`config.mk`:
```
export PLATFORM = sky130hd
export DESIGN_NAME = rx_desc_stamper
export DESIGN_NICKNAME = d
export VERILOG_FILES = /design/src/rtl/stamp_pkg.sv /design/src/rtl/ts_clock.sv /design/src/rtl/ts_fifo.sv /design/src/rtl/seq_stamper.sv /design/src/rtl/rx_desc_stamper.sv
export SDC_FILE = /design/constraint.sdc
export NUM_CORES = 1
export LEC_CHECK = 0
export BUFFER_PORTS_ARGS = -buffer_cell sky130_fd_sc_hd__buf_2
export CAP_MARGIN = 0
export CELL_PAD_IN_SITES_DETAIL_PLACEMENT = 2
export CELL_PAD_IN_SITES_GLOBAL_PLACEMENT = 2
export CORE_ASPECT_RATIO = 1.2
export CORE_MARGIN = 2
export CORE_UTILIZATION = 41
export DETAILED_ROUTE_END_ITERATION = 16
export GPL_ROUTABILITY_DRIVEN = 1
export PLACE_DENSITY = 0.89
export SYNTH_ARGS = -nofsm -noshare
export SYNTH_HDL_FRONTEND = slang
export SYNTH_SLANG_ARGS = --single-unit
```
`constraint.sdc`:
```
create_clock -name clk -period 5 [get_ports clk]
set_clock_uncertainty 0.1 [all_clocks]
set_input_delay 1 -clock clk [delete_from_list [all_inputs] [get_ports clk]]
set_output_delay 1 -clock clk [all_outputs]
set_load 0.03 [all_outputs]
```
`src/rtl/stamp_pkg.sv`:
```
package stamp_pkg;
  localparam int NS_W  = 32;
  localparam int SEC_W = 32;

  typedef enum logic [1:0] {
    DST_DROP = 2'd0,
    DST_BOTH = 2'd1,
    DST_DESC = 2'd2,
    DST_RSV  = 2'd3
  } dest_e;

  typedef struct packed {
    logic [SEC_W-1:0] sec;
    logic [NS_W-1:0]  ns;
  } tstamp_t;

  function automatic logic dest_keeps(input logic [1:0] code);
    return (code == DST_BOTH) || (code == DST_DESC);
  endfunction
endpackage

```
`src/rtl/ts_clock.sv`:
```
module ts_clock
  import stamp_pkg::*;
#(
  parameter int unsigned NS_WRAP = 1000000000
) (
  input  logic            clk,
  input  logic            rst_n,
  input  logic [NS_W-1:0] step,
  output tstamp_t         now
);
  localparam logic [NS_W:0] WRAP_X = (NS_W+1)'(NS_WRAP);

  logic [NS_W:0] sum;
  logic          roll;

  always_comb begin
    sum  = {1'b0, now.ns} + {1'b0, step};
    roll = (sum >= WRAP_X);
  end

  always_ff @(posedge clk or negedge rst_n) begin
    if (!rst_n) begin
      now <= '0;
    end else if (roll) begin
      now.ns  <= NS_W'(sum - WRAP_X);
      now.sec <= now.sec + 1'b1;
    end else begin
      now.ns  <= sum[NS_W-1:0];
    end
  end


  ns_range_chk: assert property (@(posedge clk) disable iff (!rst_n)
    {1'b0, now.ns} < WRAP_X);


  sec_step_chk: assert property (@(posedge clk) disable iff (!rst_n)
    (now.sec == $past(now.sec)) || (now.sec == $past(now.sec) + 1'b1));


  step_legal_chk: assert property (@(posedge clk) disable iff (!rst_n)
    {1'b0, step} < WRAP_X);
endmodule

```
`src/rtl/ts_fifo.sv`:
```
module ts_fifo
  import stamp_pkg::*;
#(
  parameter int DEPTH = 4
) (
  input  logic    clk,
  input  logic    rst_n,
  input  logic    push,
  input  tstamp_t din,
  input  logic    pop,
  output tstamp_t dout,
  output logic    empty,
  output logic    full
);
  localparam int AW = (DEPTH > 1) ? $clog2(DEPTH) : 1;
  localparam int CW = $clog2(DEPTH + 1);
  localparam logic [AW-1:0] LAST = AW'(DEPTH - 1);
  localparam logic [CW-1:0] CAP  = CW'(DEPTH);

  tstamp_t        mem [DEPTH];
  logic [AW-1:0]  wp, rp;
  logic [CW-1:0]  cnt;
  logic           push_ok;

  assign full    = (cnt == CAP);
  assign empty   = (cnt == '0);
  assign push_ok = push && !full;
  assign dout    = mem[rp];

  always_ff @(posedge clk) begin
    if (push_ok) mem[wp] <= din;
  end

  always_ff @(posedge clk or negedge rst_n) begin
    if (!rst_n) begin
      wp  <= '0;
      rp  <= '0;
      cnt <= '0;
    end else begin
      if (push_ok) wp <= (wp == LAST) ? '0 : wp + 1'b1;
      if (pop)     rp <= (rp == LAST) ? '0 : rp + 1'b1;
      case ({push_ok, pop})
        2'b10:   cnt <= cnt + 1'b1;
        2'b01:   cnt <= cnt - 1'b1;
        default: cnt <= cnt;
      endcase
    end
  end


  pop_guard_chk: assert property (@(posedge clk) disable iff (!rst_n)
    pop |-> !empty);


  depth_chk: assert property (@(posedge clk) disable iff (!rst_n)
    cnt <= CAP);


  full_ignore_chk: assert property (@(posedge clk) disable iff (!rst_n)
    (full && push && !pop) |=> (cnt == $past(cnt)));
endmodule

```
`src/rtl/seq_stamper.sv`:
```
module seq_stamper
  import stamp_pkg::*;
#(
  parameter int SEQ_W = 48
) (
  input  logic             clk,
  input  logic             rst_n,
  input  logic             ts_avail,
  input  tstamp_t          ts,
  output logic             ts_pop,
  input  logic             in_valid,
  output logic             in_ready,
  input  logic             in_ts_en,
  input  logic             in_seq_en,
  input  logic [1:0]       in_dest,
  input  logic [NS_W-1:0]  in_ts_ns,
  input  logic [SEC_W-1:0] in_ts_sec,
  input  logic [SEQ_W-1:0] in_seq,
  output logic             out_valid,
  input  logic             out_ready,
  output logic [1:0]       out_dest,
  output logic [NS_W-1:0]  out_ts_ns,
  output logic [SEC_W-1:0] out_ts_sec,
  output logic [SEQ_W-1:0] out_seq
);
  logic             fire, keep;
  logic [SEQ_W-1:0] seq_q;

  assign in_ready = ts_avail && (!out_valid || out_ready);
  assign fire     = in_valid && in_ready;
  assign keep     = fire && dest_keeps(in_dest);
  assign ts_pop   = fire;

  always_ff @(posedge clk or negedge rst_n) begin
    if (!rst_n) begin
      out_valid  <= 1'b0;
      out_dest   <= DST_DROP;
      out_ts_ns  <= '0;
      out_ts_sec <= '0;
      out_seq    <= '0;
      seq_q      <= '0;
    end else begin
      if (keep) begin
        out_valid  <= 1'b1;
        out_dest   <= in_dest;
        out_ts_ns  <= in_ts_en  ? ts.ns  : in_ts_ns;
        out_ts_sec <= in_ts_en  ? ts.sec : in_ts_sec;
        out_seq    <= in_seq_en ? seq_q  : in_seq;
        seq_q      <= seq_q + 1'b1;
      end else if (out_ready) begin
        out_valid  <= 1'b0;
      end
    end
  end


  hold_chk: assert property (@(posedge clk) disable iff (!rst_n)
    (out_valid && !out_ready) |=> (out_valid &&
      $stable({out_dest, out_ts_ns, out_ts_sec, out_seq})));


  seq_adv_chk: assert property (@(posedge clk) disable iff (!rst_n)
    keep |=> (seq_q == $past(seq_q) + 1'b1));


  drop_quiet_chk: assert property (@(posedge clk) disable iff (!rst_n)
    (fire && !dest_keeps(in_dest) && !out_valid) |=> !out_valid);


  dest_code_chk: assert property (@(posedge clk) disable iff (!rst_n)
    out_valid |-> dest_keeps(out_dest));
endmodule

```
`src/rtl/rx_desc_stamper.sv`:
```
module rx_desc_stamper
  import stamp_pkg::*;
#(
  parameter int unsigned NS_WRAP  = 1000000000,
  parameter int          TS_DEPTH = 4,
  parameter int          SEQ_W    = 48
) (
  input  logic             clk,
  input  logic             rst_n,
  input  logic [31:0]      ns_step,
  input  logic             sop,
  input  logic             in_valid,
  output logic             in_ready,
  input  logic             in_ts_en,
  input  logic             in_seq_en,
  input  logic [1:0]       in_dest,
  input  logic [31:0]      in_ts_ns,
  input  logic [31:0]      in_ts_sec,
  input  logic [SEQ_W-1:0] in_seq,
  output logic             out_valid,
  input  logic             out_ready,
  output logic [1:0]       out_dest,
  output logic [31:0]      out_ts_ns,
  output logic [31:0]      out_ts_sec,
  output logic [SEQ_W-1:0] out_seq
);
  tstamp_t now, head;
  logic    q_empty, q_full, q_pop;

  ts_clock #(.NS_WRAP(NS_WRAP)) u_clock (
    .clk  (clk),
    .rst_n(rst_n),
    .step (ns_step),
    .now  (now)
  );

  ts_fifo #(.DEPTH(TS_DEPTH)) u_fifo (
    .clk  (clk),
    .rst_n(rst_n),
    .push (sop),
    .din  (now),
    .pop  (q_pop),
    .dout (head),
    .empty(q_empty),
    .full (q_full)
  );

  seq_stamper #(.SEQ_W(SEQ_W)) u_stamp (
    .clk       (clk),
    .rst_n     (rst_n),
    .ts_avail  (!q_empty),
    .ts        (head),
    .ts_pop    (q_pop),
    .in_valid  (in_valid),
    .in_ready  (in_ready),
    .in_ts_en  (in_ts_en),
    .in_seq_en (in_seq_en),
    .in_dest   (in_dest),
    .in_ts_ns  (in_ts_ns),
    .in_ts_sec (in_ts_sec),
    .in_seq    (in_seq),
    .out_valid (out_valid),
    .out_ready (out_ready),
    .out_dest  (out_dest),
    .out_ts_ns (out_ts_ns),
    .out_ts_sec(out_ts_sec),
    .out_seq   (out_seq)
  );


  ready_src_chk: assert property (@(posedge clk) disable iff (!rst_n)
    (in_ready && !q_full) |-> !q_empty);
endmodule

```
==> run_results.csv <==
group,metric,value,unit
route,vias_per_cell,5.54,
power_and_ir_drop,p_switching,7.24,mW
critical_path,startpoint_type,"input pin",
synthesis,yosys.area_share.simple,9.14,%
sta,finalSetupViolations,0,
clock_tree,cts_max_level,2,
synthesis,ys_seq_area_share,61.8,%
clock_tree,clock-sinks,490,
clock_tree,cts_setup_buffers,0,
sta,fin_setup_tns,0,ns
power_and_ir_drop,clockPowerShare,20.6,%
synthesis,synth_cell_types,75,
placed_design,port_buffers,268,
route,first_pass_iters,4,
synthesis,synth_compound_area_share,7.67,%
power_and_ir_drop,pwr-share-comb,41.9,%
global_routing,overflow,0,
sta,relSlewSlack,31.5,%
power_and_ir_drop,ir_drop,348,uV
die,coreArea,0.0527,mm2
critical_path,slowest_stage,"nor4_1",
global_routing,grt_max_degree,229,
sta,finalHoldViolCount,0,
global_routing,grt_pass1_wl,104,mm
route,vias,14700,
critical_path,critPathMaxFanout,28,
synthesis,synthArstFlopShare,47.8,%
global_routing,grt_pass1_vias,17000,
placed_design,hpwl,46.9,mm
sta,whs,0.292,ns
die,die-height,257,um
die,rows,92,
clock_tree,root_buffer,"clkbuf_16",
finish,drive_above_1_share,25.2,%
finish,num_antenna_cells,0,
critical_path,crit_type,"in -> reg",
critical_path,end_kind,"flip-flop",
critical_path,crit_chain,"buf_2, ha_1, fa_1, a211oi_2, o21ai_4, a31oi_1, xor2_1, ha_1, inv_1, a221oi_1, or3b_1, a21boi_2, o211ai_1, and3_2, buf_12, nor4_1, xor2_1",
sta,max_freq,0.215,GHz
sta,setup_ws,0.359,ns
sta,tightest_slew,1.03,ns
finish,fill_cells,5157,
clock_tree,worstSkewPairLatency,0.60,ns
sta,slew_violations,0,
route,drt_wl_total,68.0,mm
synthesis,synthCells,1628,
clock_tree,clk_transition_reported_paths,0.07,ns
clock_tree,cts_tree,"built",
critical_path,worstPathArrival,5.05,ns
route,wire_per_inst,25.6,um
synthesis,synthMuxAreaShare,11.9,%
placed_design,gp_congestion,0.829,
sta,grt_setup_unrepaired,"no",
finish,fin_cells,2659,
synthesis,netlist_area,0.0219,mm2
run_status,status,"finished clean",
power_and_ir_drop,seqPwrFrac,37.5,%
die,ioPinCount,269,
critical_path,cp.required,5.41,ns
die,die-area,0.0553,mm2
power_and_ir_drop,leakage,10.7,nW
power_and_ir_drop,power.internal,10.4,mW
power_and_ir_drop,power,17.7,mW
synthesis,synth.avg_cell_area,13.5,um2
synthesis,synth_top_family_by_area,"multiplexers",
job,max_cap_violations,0,
synthesis,synth_fa_ha_area_share,2.52,%
die,die_w,215,um
finish,area_delta_synth_final,17.6,%
die,start_util,41.6,%
synthesis,ys_warn_count,0,
synthesis,synthFlopType,"edfxtp_1",
power_and_ir_drop,power_density,685,mW/mm2
synthesis,synth-edff-count,256,
power_and_ir_drop,switching_share,41.0,%
clock_tree,hold_buffers,0,
critical_path,cpPeakStageDelay,0.47,ns
worst_hold_path,holdCritPathClass,"in -> async",
finish,final_nets,2108,
route,post-route-drc-count,0,
placed_design,place_worst_setup_slack,-0.162,ns
global_routing,antenna_found_initial,0,
sta,min_period,4.64,ns
global_routing,track_usage,24.6,%
route,antenna_left,0,
synthesis,synth-seq-cells,490,
synthesis,synth_xor_area_share,5.02,%
route,drt_iter0_drc,860,
placed_design,dp.cells,2565,
clock_tree,cts_buffers,50,
clock_tree,cts_resized,0,
sta,fin_crit_sh,92.8,%
synthesis,syn-num-nets,1824,
clock_tree,clk_path_buf_depth,3,
==> area by class of cell <==
class	count	area (um2)	share of cell area, %
Clock inverter	24	173	0.670
Tap cell	705	882	3.42
Multi-Input combinational cell	1038	7970	30.9
Inverter	24	90.1	0.350
Clock buffer	70	1390	5.38
Timing Repair Buffer	308	1720	6.66
Sequential cell	490	13500	52.6
==> power by group through the flow <==
| stage | combinational, mW | sequential (mW) | clock, mW |
|---|---|---|---|
| 3_3_place_gp | 6.89 | 6.52 | 0 |
| 6_report | 7.40 | 6.63 | 3.63 |
| 2_1_floorplan | 4.29 | 7.01 | 0 |
| 3_5_place_dp | 7.36 | 6.69 | 0 |
| 5_1_grt | 8.00 | 6.77 | 3.84 |
| 4_1_cts | 7.47 | 6.65 | 3.72 |
==> cells in the mapped netlist (all sizes together) (25+ instances only) <==
cell,count,area (um2)
xnor2,59,532
mux4,64,1440
o21ai,144,743
ha,41,513
nand3,32,160
clkbuf,46,173
dfrtp,234,5860
a21oi,44,239
mux2i,114,1140
xor2,65,569
nand4,25,156
nor2,64,240
edfxtp,256,7690
nand2,199,747
buf,30,156
==> worst paths after layout <==
check	slack, ns	start	cells past startpoint	end
worst max-delay path	0.36	ns_step[0]	17	u_clock.now[43]
worst min-delay path	0.29	rst_n	1	u_stamp.out_seq[2]
worst max register to register	0.36	u_clock.now[0]	16	u_clock.now[43]
worst min register to register	0.38	u_stamp.seq_q[47]	1	u_stamp.seq_q[47]
max in group asynchronous	3.40	rst_n	2	u_stamp.seq_q[4]
min in group clk	0.38	u_stamp.seq_q[47]	1	u_stamp.seq_q[47]
==> layer usage <==
layer	part of all wire, %	global-route usage, %	wire, um	up-vias
met4	2.7	7.36	1840	0
met5	0	0	0	-
met3	3.2	3.06	2150	104
li1	-	-	-	6584
met1	40	28.8	26900	7718
met2	54	46.9	37000	337
==> stage by stage <==
step	utilization (%)	area [um2]
2_1_floorplan	-	21900
3_3_place_gp	45.9	24200
3_5_place_dp	45.9	24200
4_1_cts	48.9	25800
5_1_grt	48.9	25800
6_report	48.9	25800
==> state kept, by name, indices dropped and copies added (netlist names) <==
register,flops
u_fifo.mem,256
u_clock.now,64
u_stamp.out_seq,48
u_stamp.seq_q,48
u_stamp.out_ts_ns,32
u_stamp.out_ts_sec,32
u_fifo.cnt,3
u_fifo.rp,2
u_fifo.wp,2
u_stamp.out_dest,2
u_stamp.out_valid,1
==> critical path: cells and delay by family <==
kind,cells,cell delay (ns)
adders and majority gates,3,0.91
buffers and inverters,3,0.37
and+or+nand+nor,3,1.15
xor gates and xnor gates,2,0.36
AOI/OAI and AO/OA,6,1.26
==> cells in the final DEF, fill, tap and decap left out, types with 10 or more instances in the layout <==
master     synthesis  final
a21oi_1           39     39
and3_1            20     19
buf_2             11    266
buf_4              4     36
clkbuf_1          46     15
clkbuf_16          0     51
clkinv_1           0     10
dfrtp_1          234    232
edfxtp_1         256    256
ha_1              41     41
inv_1             24     24
mux2i_1          114    114
mux4_2            64     64
nand2_1          199    198
nand3_1           32     32
nand4_1           25     25
nor2_1            64     64
nor3_1            24     24
o21ai_0          132    132
xnor2_1           57     57
xor2_1            65     65
==> logic make-up after synthesis <==
family | count (synthesis)
buffers and inverters | 100
AOI/OAI and AO/OA | 265
xor gates and xnor gates | 124
and+or+nand+nor | 425
muxes | 181
adders and majority gates | 43
DFF | 490
Power figures use the tool's default switching activity.
